==> src/rtl/spi_xfer_pkg.sv <==
package spi_xfer_pkg;
  typedef enum logic [1:0] {
    MODE_RD_TRIG = 2'b00,
    MODE_WR_TRIG = 2'b01,
    MODE_OFF_A   = 2'b10,
    MODE_OFF_B   = 2'b11
  } xfer_mode_e;

  typedef enum logic [1:0] {
    ST_IDLE  = 2'd0,
    ST_SHIFT = 2'd1,
    ST_TAIL  = 2'd2
  } eng_state_e;

  localparam logic [1:0] ADDR_CTRL = 2'd0;
  localparam logic [1:0] ADDR_TX   = 2'd1;
  localparam logic [1:0] ADDR_RX   = 2'd2;
  localparam logic [1:0] ADDR_STAT = 2'd3;

  localparam int CTRL_BAUD_LSB = 8;
endpackage

==> src/rtl/spi_xfer_regs.sv <==
module spi_xfer_regs
  import spi_xfer_pkg::*;
#(
  parameter int DATA_W     = 16,
  parameter int BAUD_W     = 8,
  parameter int BAUD_RESET = 4
) (
  input  logic              clk_i,
  input  logic              rst_ni,
  input  logic [1:0]        addr_i,
  input  logic              wr_i,
  input  logic              rd_i,
  input  logic [DATA_W-1:0] wdata_i,
  output logic [DATA_W-1:0] rdata_o,
  input  logic              busy_i,
  input  logic              done_i,
  input  logic [DATA_W-1:0] rx_word_i,
  output logic              start_o,
  output logic [DATA_W-1:0] start_word_o,
  output logic [BAUD_W-1:0] baud_o,
  output logic              irq_o
);
  xfer_mode_e        mode_q;
  logic              zero_q, ovr_q;
  logic [BAUD_W-1:0] baud_q;
  logic [DATA_W-1:0] tx_buf_q, rx_buf_q, last_q;
  logic              tx_empty_q, tx_refill_q, rx_full_q;
  logic              wr_ctrl, wr_tx, rd_rx;
  logic [DATA_W-1:0] ctrl_rd, stat_rd;

  assign wr_ctrl = wr_i && (addr_i == ADDR_CTRL);
  assign wr_tx   = wr_i && (addr_i == ADDR_TX);
  assign rd_rx   = rd_i && (addr_i == ADDR_RX);

  assign start_o = !busy_i &&
                   (((mode_q == MODE_RD_TRIG) && rd_rx) ||
                    ((mode_q == MODE_WR_TRIG) && wr_tx));

  // word for a new frame: fresh write, buffered word, or underrun fill
  always_comb begin
    if (wr_tx)            start_word_o = wdata_i;
    else if (!tx_empty_q) start_word_o = tx_buf_q;
    else if (zero_q)      start_word_o = '0;
    else                  start_word_o = last_q;
  end

  always_ff @(posedge clk_i or negedge rst_ni) begin
    if (!rst_ni) begin
      mode_q <= MODE_RD_TRIG;
      zero_q <= 1'b0;
      ovr_q  <= 1'b0;
      baud_q <= BAUD_W'(BAUD_RESET);
    end else if (wr_ctrl) begin
      mode_q <= xfer_mode_e'(wdata_i[1:0]);
      zero_q <= wdata_i[2];
      ovr_q  <= wdata_i[3];
      baud_q <= wdata_i[CTRL_BAUD_LSB +: BAUD_W];
    end
  end

  // transmit buffer stays occupied until its frame completes
  always_ff @(posedge clk_i or negedge rst_ni) begin
    if (!rst_ni) begin
      tx_buf_q    <= '0;
      tx_empty_q  <= 1'b1;
      tx_refill_q <= 1'b0;
      last_q      <= '0;
    end else begin
      if (done_i) begin
        if (!tx_refill_q) tx_empty_q <= 1'b1;
        tx_refill_q <= 1'b0;
      end
      if (start_o) begin
        last_q      <= start_word_o;
        tx_refill_q <= 1'b0;
      end
      if (wr_tx) begin
        tx_buf_q    <= wdata_i;
        tx_empty_q  <= 1'b0;
        tx_refill_q <= busy_i;
      end
    end
  end

  always_ff @(posedge clk_i or negedge rst_ni) begin
    if (!rst_ni) begin
      rx_buf_q  <= '0;
      rx_full_q <= 1'b0;
    end else begin
      if (rd_rx) rx_full_q <= 1'b0;
      if (done_i && (!rx_full_q || ovr_q)) begin
        rx_buf_q  <= rx_word_i;
        rx_full_q <= 1'b1;
      end
    end
  end

  always_comb begin
    ctrl_rd                            = '0;
    ctrl_rd[1:0]                       = mode_q;
    ctrl_rd[2]                         = zero_q;
    ctrl_rd[3]                         = ovr_q;
    ctrl_rd[CTRL_BAUD_LSB +: BAUD_W]   = baud_q;
    stat_rd                            = '0;
    stat_rd[0]                         = busy_i;
    stat_rd[1]                         = rx_full_q;
    stat_rd[2]                         = tx_empty_q;
  end

  always_comb begin
    unique case (addr_i)
      ADDR_CTRL: rdata_o = ctrl_rd;
      ADDR_TX:   rdata_o = tx_buf_q;
      ADDR_RX:   rdata_o = rx_buf_q;
      default:   rdata_o = stat_rd;
    endcase
  end

  always_comb begin
    unique case (mode_q)
      MODE_RD_TRIG: irq_o = rx_full_q;
      MODE_WR_TRIG: irq_o = tx_empty_q;
      default:      irq_o = 1'b0;
    endcase
  end

  assign baud_o = baud_q;
endmodule

==> src/rtl/spi_xfer_engine.sv <==
module spi_xfer_engine
  import spi_xfer_pkg::*;
#(
  parameter int DATA_W = 16,
  parameter int BAUD_W = 8
) (
  input  logic              clk_i,
  input  logic              rst_ni,
  input  logic              start_i,
  input  logic [DATA_W-1:0] word_i,
  input  logic [BAUD_W-1:0] baud_i,
  input  logic              miso_i,
  output logic              sclk_o,
  output logic              mosi_o,
  output logic              cs_no,
  output logic              busy_o,
  output logic              done_o,
  output logic [DATA_W-1:0] rx_word_o
);
  localparam int                 N_EDGES   = 2 * DATA_W;
  localparam int                 EDGE_W    = $clog2(N_EDGES);
  localparam logic [EDGE_W-1:0]  LAST_EDGE = EDGE_W'(N_EDGES - 1);
  localparam logic [BAUD_W-1:0]  MIN_HALF  = BAUD_W'(2);

  eng_state_e        state_q;
  logic [BAUD_W-1:0] cnt_q, half_q, eff_half;
  logic [EDGE_W-1:0] edge_q;
  logic [DATA_W-1:0] tx_sh_q, rx_sh_q;
  logic              sclk_q, tick;

  assign eff_half = (baud_i < MIN_HALF) ? MIN_HALF : baud_i;
  assign tick     = (cnt_q == half_q - BAUD_W'(1));

  always_ff @(posedge clk_i or negedge rst_ni) begin
    if (!rst_ni) begin
      state_q <= ST_IDLE;
      cnt_q   <= '0;
      half_q  <= MIN_HALF;
      edge_q  <= '0;
      tx_sh_q <= '0;
      rx_sh_q <= '0;
      sclk_q  <= 1'b0;
    end else begin
      unique case (state_q)
        ST_IDLE: begin
          if (start_i) begin
            state_q <= ST_SHIFT;
            cnt_q   <= '0;
            edge_q  <= '0;
            half_q  <= eff_half;
            tx_sh_q <= word_i;
            sclk_q  <= 1'b0;
          end
        end
        ST_SHIFT: begin
          if (tick) begin
            cnt_q  <= '0;
            sclk_q <= ~sclk_q;
            edge_q <= edge_q + EDGE_W'(1);
            if (!sclk_q) rx_sh_q <= {rx_sh_q[DATA_W-2:0], miso_i};
            else         tx_sh_q <= {tx_sh_q[DATA_W-2:0], 1'b0};
            if (edge_q == LAST_EDGE) state_q <= ST_TAIL;
          end else begin
            cnt_q <= cnt_q + BAUD_W'(1);
          end
        end
        ST_TAIL: begin
          if (tick) begin
            cnt_q   <= '0;
            state_q <= ST_IDLE;
          end else begin
            cnt_q <= cnt_q + BAUD_W'(1);
          end
        end
        default: state_q <= ST_IDLE;
      endcase
    end
  end

  assign busy_o    = (state_q != ST_IDLE);
  assign cs_no     = (state_q == ST_IDLE);
  assign sclk_o    = sclk_q;
  assign mosi_o    = (state_q == ST_SHIFT) ? tx_sh_q[DATA_W-1] : 1'b0;
  assign done_o    = (state_q == ST_TAIL) && tick;
  assign rx_word_o = rx_sh_q;
endmodule

==> src/rtl/spi_xfer_master.sv <==
module spi_xfer_master
  import spi_xfer_pkg::*;
#(
  parameter int DATA_W = 16,
  parameter int BAUD_W = 8
) (
  input  logic              clk_i,
  input  logic              rst_ni,
  input  logic [1:0]        reg_addr_i,
  input  logic              reg_wr_i,
  input  logic              reg_rd_i,
  input  logic [DATA_W-1:0] reg_wdata_i,
  output logic [DATA_W-1:0] reg_rdata_o,
  output logic              irq_o,
  output logic              busy_o,
  output logic              sclk_o,
  output logic              mosi_o,
  output logic              cs_no,
  input  logic              miso_i
);
  logic              start_w, done_w, busy_w;
  logic [DATA_W-1:0] start_word_w, rx_word_w;
  logic [BAUD_W-1:0] baud_w;

  spi_xfer_regs #(.DATA_W(DATA_W), .BAUD_W(BAUD_W)) u_regs (
    .clk_i        (clk_i),
    .rst_ni       (rst_ni),
    .addr_i       (reg_addr_i),
    .wr_i         (reg_wr_i),
    .rd_i         (reg_rd_i),
    .wdata_i      (reg_wdata_i),
    .rdata_o      (reg_rdata_o),
    .busy_i       (busy_w),
    .done_i       (done_w),
    .rx_word_i    (rx_word_w),
    .start_o      (start_w),
    .start_word_o (start_word_w),
    .baud_o       (baud_w),
    .irq_o        (irq_o)
  );

  spi_xfer_engine #(.DATA_W(DATA_W), .BAUD_W(BAUD_W)) u_eng (
    .clk_i     (clk_i),
    .rst_ni    (rst_ni),
    .start_i   (start_w),
    .word_i    (start_word_w),
    .baud_i    (baud_w),
    .miso_i    (miso_i),
    .sclk_o    (sclk_o),
    .mosi_o    (mosi_o),
    .cs_no     (cs_no),
    .busy_o    (busy_w),
    .done_o    (done_w),
    .rx_word_o (rx_word_w)
  );

  assign busy_o = busy_w;
endmodule

==> config.mk <==
export PLATFORM = sky130hd
export DESIGN_NAME = spi_xfer_master
export DESIGN_NICKNAME = d
export VERILOG_FILES = /design/src/rtl/spi_xfer_pkg.sv /design/src/rtl/spi_xfer_regs.sv /design/src/rtl/spi_xfer_engine.sv /design/src/rtl/spi_xfer_master.sv
export SDC_FILE = /design/constraint.sdc
export NUM_CORES = 1
export LEC_CHECK = 0
export ABC_AREA = 1
export CORE_MARGIN = 2
export CORE_UTILIZATION = 32
export CTS_CLUSTER_SIZE = 12
export DETAILED_ROUTE_END_ITERATION = 16
export PLACE_DENSITY = 0.47
export SKIP_LAST_GASP = 1
export SLEW_MARGIN = 20
export SYNTH_ARGS = -nofsm -noshare
export SYNTH_HDL_FRONTEND = slang
export SYNTH_SLANG_ARGS = --single-unit
==> constraint.sdc <==
create_clock -name clk_i -period 2.6 [get_ports clk_i]
set_input_delay 0.26 -clock clk_i [delete_from_list [all_inputs] [get_ports clk_i]]
set_output_delay 0.26 -clock clk_i [all_outputs]
set_load 0.1 [all_outputs]
* Yosys cells after proc, flatten, opt, wreduce, memory -nomap -nowiden
Index checks and enable logic that the tools add are counted.
** Storage, ports and cells
- Register bits :: 119
- Bits of input ports :: 23
- Output and inout port bits :: 21
- Word-level logic and storage cells :: 97
** Operators by class
- Equality and inequality tests :: 13
- Bitwise gates (word level) :: 1
- Reduce and logical (&&, ||, !) cells :: 29
- Mux-type cells :: 33
- $add $sub $neg :: 3
- $lt $le $gt $ge :: 1
** Operators with widths (number)
- $mux W16 :: 6
- $pmux W16 S3 :: 1
- $pmux W16 S2 :: 1
- $mux W8 :: 3
- $pmux W8 S2 :: 1
- $mux W1 :: 11
- $mux W5 :: 2
- $ne A2 B1 Y1 const B :: 5
- $pmux W5 S2 :: 1
- $reduce_bool A2 Y1 :: 5
- $add A8 B1 Y8 const B :: 1
- $eq A8 B8 Y1 :: 1
- $logic_and A1 B1 Y1 :: 8
- $lt A8 B2 Y1 const B :: 1
- $mux W2 :: 4
- $reduce_and A4 Y1 :: 2
- $sub A8 B1 Y8 const B :: 1
- $eq A2 B1 Y1 const B :: 3
- $logic_not A2 Y1 :: 3
- $pmux W2 S3 :: 1
- $reduce_and A2 Y1 :: 3
- $reduce_and A3 Y1 :: 2
- $add A5 B1 Y5 const B :: 1
- $eq A5 B5 Y1 const B :: 1
- 8 further kinds :: 12

* Logic depth before layout (Yosys ltp)
- Depth in word-level cells :: 7
- Depth in mapped cells :: 16
- Gate-level depth less buffers :: 16

* By module
Synthesis repeated with hierarchy kept, for this count alone.
** Second synthesis, totals
- Cell total of the unflattened synthesis :: 766
- Area total of the unflattened synthesis :: 6149.6 um^2
** Modules (own cells, without submodules)
- spi_xfer_regs :: instances 1, cells each 421, sequential area each 1579.0 um^2, area an instance 3178.0 um^2
- spi_xfer_engine :: instances 1, cells each 345, sequential area each 1402.6 um^2, area an instance 2971.6 um^2

* Least setup slack after synthesis
Ideal clock, no wire load.
- Path type :: reg2out
- Start point :: reg u_eng.state_q[0]
- End point :: out reg_rdata_o[0]
- Stages on the path, launching flop included :: 4
- Buffers on the path :: 0
- Arrival :: 3.351 ns
- Path slack :: -1.011 ns
- Data required time :: 2.340 ns
- Cell sequence :: dfrtp_1 -> inv_1 -> ha_1 -> o21ai_0
** Between the ends
- Longest elaborated chain between the ends :: 2
** Ends and longest elaborated chain
- start: declaration :: line spi_xfer_engine.sv:25 : eng_state_e state_q;
- start signal: assignment :: line spi_xfer_engine.sv:36 : state_q <= ST_IDLE;
- start signal: assignment :: line spi_xfer_engine.sv:47 : state_q <= ST_SHIFT;
- start signal: assignment :: line spi_xfer_engine.sv:62 : if (edge_q == LAST_EDGE) state_q <= ST_TAIL;
- $reduce_bool A2 Y1 :: line spi_xfer_engine.sv:80 : assign busy_o = (state_q != ST_IDLE);
- $pmux W16 S3 :: line spi_xfer_regs.sv:111 : unique case (addr_i)
- end: declaration :: line spi_xfer_master.sv:13 : output logic [DATA_W-1:0] reg_rdata_o,
No other way between the ends.

* Worst setup path in the final report
- Start point :: reg u_eng.half_q[1]
- End point :: reg u_regs.rx_buf_q[2]
** Between the ends
- Longest elaborated chain between the ends :: 4
** Ends and longest elaborated chain
- start: declaration :: line spi_xfer_engine.sv:26 : logic [BAUD_W-1:0] cnt_q, half_q, eff_half;
- start signal: assignment :: line spi_xfer_engine.sv:50 : half_q <= eff_half;
- $sub A8 B1 Y8 :: line spi_xfer_engine.sv:32 : assign tick = (cnt_q == half_q - BAUD_W'(1));
- $eq A8 B8 Y1 :: line spi_xfer_engine.sv:32
- $logic_and A1 B1 Y1 :: line spi_xfer_engine.sv:84 : assign done_o = (state_q == ST_TAIL) && tick;
- $logic_and A1 B1 Y1 :: line spi_xfer_regs.sv:91 : if (done_i && (!rx_full_q || ovr_q)) begin
- end signal: assignment :: line spi_xfer_regs.sv:92 : rx_buf_q <= rx_word_i;
- end: declaration :: line spi_xfer_regs.sv:26 : logic [DATA_W-1:0] tx_buf_q, rx_buf_q, last_q;
No other way between the ends.
A chain may end at the register's enable or synchronous reset.

==> metrics.txt <==
# TYPE chip_impl_metric gauge
chip_impl_info{name="run_status",value="finished clean"} 1
chip_impl_metric{name="viasPerCell",unit=""} 4.89
chip_impl_metric{name="dpl.hpwl",unit="µm"} 10900
chip_impl_metric{name="num-fill-cells",unit=""} 1823
chip_impl_metric{name="synth.avg_cell_area",unit="µm²"} 8.35
chip_impl_metric{name="multi_input_comb_area",unit="µm²"} 2430
chip_impl_metric{name="postRouteAntennaNets",unit=""} 0
chip_impl_metric{name="drt_iter0_markers",unit=""} 372
chip_impl_metric{name="finalCoreUtilization",unit="%"} 41.3
chip_impl_info{name="cp-end-kind",value="flip-flop"} 1
chip_impl_metric{name="n_antenna_cell",unit=""} 0
chip_impl_metric{name="setup-tns-final",unit="ns"} 0
chip_impl_metric{name="finalSetupViolCount",unit=""} 0
chip_impl_metric{name="ir_drop",unit="V"} 0.000655
chip_impl_info{name="layout.cells.most_common_list",value="sky130_fd_sc_hd__nand2_1 (155), sky130_fd_sc_hd__dfrtp_1 (116), sky130_fd_sc_hd__inv_1 (85)"} 1
chip_impl_metric{name="synth-seq-area-share",unit="%"} 50.4
chip_impl_metric{name="fin_skew",unit="ns"} 0.0102
chip_impl_metric{name="grt_antenna_before_repair",unit=""} 0
chip_impl_metric{name="leakagePower",unit="nW"} 3.38
chip_impl_metric{name="clock_tree.buffer_depth",unit=""} 2
chip_impl_info{name="critical_path.startpoint_type",value="flip-flop"} 1
chip_impl_metric{name="clkSinkCount",unit=""} 119
chip_impl_metric{name="report.final.slew_viol_count",unit=""} 0
chip_impl_metric{name="final_period_minus_worst_setup_slack",unit="ns"} 2.38
chip_impl_metric{name="drc",unit=""} 0
chip_impl_metric{name="core-area",unit="µm²"} 18000
chip_impl_metric{name="final_net_count",unit=""} 785
chip_impl_metric{name="post-cts-setup-buffers",unit=""} 0
chip_impl_info{name="cts_root_buf",value="sky130_fd_sc_hd__clkbuf_16"} 1
chip_impl_metric{name="synth_fa_ha_area_share",unit="%"} 1.48
chip_impl_metric{name="routed_wirelength",unit="µm"} 15300
chip_impl_info{name="unrepaired_setup_endpoints_after_global_routing",value="no"} 1
chip_impl_metric{name="dr.pass1.iters",unit=""} 6
chip_impl_metric{name="finalHoldViolCount",unit=""} 0
chip_impl_metric{name="layout-drive-gt1-share",unit="%"} 16.7
chip_impl_metric{name="fmaxAchievable",unit="GHz"} 0.420
chip_impl_metric{name="power_density",unit="nW/µm²"} 1060
chip_impl_metric{name="clock_insertion_delay_worst_skew",unit="ns"} 0.42
chip_impl_metric{name="ios",unit=""} 44
chip_impl_metric{name="slowest_delay",unit="ns"} 0.53
chip_impl_metric{name="die_h",unit="µm"} 140
chip_impl_metric{name="grt_pass1_wl",unit="µm"} 25300
chip_impl_metric{name="grt_start_max_net_pins",unit=""} 74
chip_impl_metric{name="globalplace.congestion",unit=""} 0.851
chip_impl_metric{name="post_synthesis_share_of_cell_area_spent_on_xor_and_xnor_gates",unit="%"} 1.33
chip_impl_info{name="layout_commonest_cell",value="sky130_fd_sc_hd__nand2_1"} 1
chip_impl_metric{name="synthesis.instances",unit=""} 708
chip_impl_metric{name="grt_pass1_vias",unit=""} 4927
chip_impl_info{name="timing.setup.critical_path_class",value="flip-flop to flip-flop"} 1
chip_impl_metric{name="synthDistinctLibCells",unit=""} 38
chip_impl_metric{name="cts_made_buffers",unit=""} 17
chip_impl_metric{name="synthesis_to_finish_area_growth",unit="%"} 25.8
chip_impl_info{name="cts_tree",value="done"} 1
chip_impl_metric{name="port_buffers",unit=""} 43
chip_impl_metric{name="placementRows",unit=""} 49
chip_impl_metric{name="postCtsResizedCells",unit=""} 0
chip_impl_metric{name="critical_path.max_fanout",unit=""} 22
chip_impl_metric{name="max-cap-violations",unit=""} 0
chip_impl_metric{name="routedWlPerCell",unit="µm"} 15.3
chip_impl_metric{name="period_share",unit="%"} 91.6
chip_impl_metric{name="postSynthRegisterBits",unit=""} 119
chip_impl_metric{name="synth_compound_area_share",unit="%"} 17.1
chip_impl_info{name="timing.critical_path.slowest_stage_cell",value="sky130_fd_sc_hd__dfstp_2"} 1
chip_impl_metric{name="grt_usage",unit="%"} 16.4
chip_impl_metric{name="post_synth_and_or_nand_nor_area_fraction",unit="%"} 20.3
chip_impl_metric{name="syn_nets",unit=""} 738
chip_impl_metric{name="die-width",unit="µm"} 140
chip_impl_metric{name="route.vias.total",unit=""} 4880
chip_impl_metric{name="mappedNetlistArea",unit="µm²"} 5910
chip_impl_metric{name="slew-limit-headroom",unit="%"} 53.0
chip_impl_metric{name="ctsHtreeMaxLevel",unit=""} 4
chip_impl_metric{name="sequential_standard_cell_area",unit="µm²"} 2980
chip_impl_metric{name="yosys_warnings",unit=""} 0
chip_impl_metric{name="clkTransAtPathRegs",unit="ns"} 0.06
chip_impl_metric{name="start_util",unit="%"} 32.8
chip_impl_info{name="critical-path-top-delay-family",value="simple AND/OR/NAND/NOR gates"} 1
chip_impl_metric{name="cts_hold_buffers",unit=""} 1
chip_impl_metric{name="cp_data_arrival_time",unit="ns"} 2.67
chip_impl_info{name="min_path_type",value="input pin to asynchronous set/reset pin"} 1
chip_impl_metric{name="max_slew.worst_pin.slew",unit="ns"} 0.705
chip_impl_metric{name="grt-ovfl-total",unit=""} 0
chip_impl_metric{name="proportion_of_synthesized_area_in_mux_cells",unit="%"} 0.571
chip_impl_info{name="cp_cell_sequence",value="inv_1 -> ha_1 -> inv_1 -> nand2_1 -> nand3_1 -> nand2_1 -> nor2_1 -> nand3_1 -> nor2_2 -> nand2_4 -> nor2_4 -> o21ai_4 -> buf_16 -> nand2_2 -> o21ai_2"} 1
chip_impl_info{name="dominant_combinational_cell_family_by_area_after_synthesis",value="simple AND/OR/NAND/NOR gates"} 1
chip_impl_metric{name="worst-path-buf-inv",unit=""} 3
chip_impl_metric{name="cp_data_required_time",unit="ns"} 2.89
chip_impl_metric{name="die_area",unit="µm²"} 19600
## layout make-up
| type | count | area share [%] |
|---|---|---|
| flip-flops and latches | 119 | 40.1 |
| multi-input cells | 465 | 32.7 |
| repair buffers | 59 | 9.99 |
| clock buffers | 19 | 5.96 |
| inverters | 93 | 4.75 |
| well taps | 229 | 3.85 |
| clock inverters | 13 | 2.62 |
## cells by family after synthesis
logic type                 count (synthesis)
AOI/OAI and AO/OA                        171
and+or+nand+nor                          275
adders and majority gates                  7
buffers and inverters                    124
muxes                                      3
DFF                                      119
xor gates and xnor gates                   9
## sequential cells by signal, summed over array words and instances, names as in the netlist, 8 cells and up
name	flops
u_eng.tx_sh_q	16
u_eng.half_q	8
u_regs.last_q	16
u_eng.rx_word_o	16
u_regs.tx_buf_q	16
u_regs.baud_o	8
u_eng.cnt_q	8
u_regs.rx_buf_q	16
## report_power, final
part	total [W]	switching, W	internal (W)
Combinational	0.00272	0.00180	0.000919
Clock	0.00254	0.000901	0.00164
Sequential	0.00264	0.000325	0.00232
## through the flow
stage / power (W) / std cells / hold slack, ns / area, µm² / setup WS, ns
6_report: 0.00791 / 997 / 0.268 / 7440 / 0.219
5_1_grt: 0.00844 / 997 / 0.289 / 7440 / 0.0405
4_1_cts: 0.00798 / 996 / 0.268 / 7410 / 0.151
3_5_place_dp: 0.00539 / 963 / 0.164 / 6760 / 0.174
3_3_place_gp: 0.00535 / 963 / 0.162 / 6760 / 0.212
2_1_floorplan: 0.00463 / 708 / -0.0356 / 5930 / -0.474
## final timing paths
check | slack [ns] | cells past startpoint | startpoint | to
min in group clk_i | 0.45 | 3 | miso_i | u_eng.rx_word_o[0]
worst max register to register | 0.22 | 15 | u_eng.half_q[1] | u_regs.rx_buf_q[2]
worst max-delay path | 0.22 | 15 | u_eng.half_q[1] | u_regs.rx_buf_q[2]
max in group asynchronous | 1.62 | 3 | rst_ni | u_regs.tx_empty_q
worst min register to register | 0.48 | 2 | u_eng.rx_word_o[0] | u_eng.rx_word_o[0]
worst min-delay path | 0.27 | 2 | rst_ni | u_eng.edge_q[2]
## synth_stat cells
cell | n | area share [%]
sky130_fd_sc_hd__inv_1 | 86 | 5.5
sky130_fd_sc_hd__nand2_4 | 3 | 0.57
sky130_fd_sc_hd__or2_1 | 1 | 0.11
sky130_fd_sc_hd__nand2_1 | 155 | 9.8
sky130_fd_sc_hd__o211ai_1 | 9 | 1.1
sky130_fd_sc_hd__nor2_4 | 2 | 0.38
sky130_fd_sc_hd__o21ai_1 | 36 | 3.0
sky130_fd_sc_hd__inv_2 | 7 | 0.44
sky130_fd_sc_hd__o31ai_1 | 1 | 0.13
sky130_fd_sc_hd__dfrtp_1 | 116 | 49
sky130_fd_sc_hd__o21ai_0 | 56 | 4.7
sky130_fd_sc_hd__buf_6 | 5 | 0.95
sky130_fd_sc_hd__nor2_2 | 4 | 0.42
sky130_fd_sc_hd__a21o_1 | 1 | 0.13
sky130_fd_sc_hd__buf_2 | 12 | 1.0
sky130_fd_sc_hd__nand3_2 | 2 | 0.34
sky130_fd_sc_hd__mux2_2 | 3 | 0.57
sky130_fd_sc_hd__or2_2 | 1 | 0.11
sky130_fd_sc_hd__ha_1 | 7 | 1.5
sky130_fd_sc_hd__buf_1 | 1 | 0.063
sky130_fd_sc_hd__nand3_1 | 39 | 3.3
sky130_fd_sc_hd__nand4_1 | 5 | 0.53
sky130_fd_sc_hd__a221oi_1 | 1 | 0.15
sky130_fd_sc_hd__nor4_1 | 1 | 0.11
sky130_fd_sc_hd__o21ai_4 | 1 | 0.28
sky130_fd_sc_hd__dfstp_2 | 3 | 1.3
sky130_fd_sc_hd__o22ai_1 | 17 | 1.8
sky130_fd_sc_hd__xor2_1 | 6 | 0.89
sky130_fd_sc_hd__nor3_2 | 1 | 0.17
sky130_fd_sc_hd__clkbuf_1 | 13 | 0.83
sky130_fd_sc_hd__o21bai_1 | 2 | 0.25
sky130_fd_sc_hd__o21ai_2 | 18 | 2.7
sky130_fd_sc_hd__nor2_1 | 46 | 2.9
sky130_fd_sc_hd__nand2_2 | 13 | 1.4
sky130_fd_sc_hd__nor3_1 | 2 | 0.17
sky130_fd_sc_hd__a21oi_1 | 14 | 1.2
sky130_fd_sc_hd__xnor2_1 | 3 | 0.44
sky130_fd_sc_hd__a31oi_1 | 15 | 1.6
## routing by layer
layer,GRT usage (%),vias up,part of all wire [%],wire [µm]
li1,-,2411,-,-
met3,4.27,15,3.9,603
met1,22.4,2348,48,7400
met2,25.8,106,47,7130
met5,0,-,0,0
met4,4.53,0,1.1,170
Power figures use the tool's default switching activity.
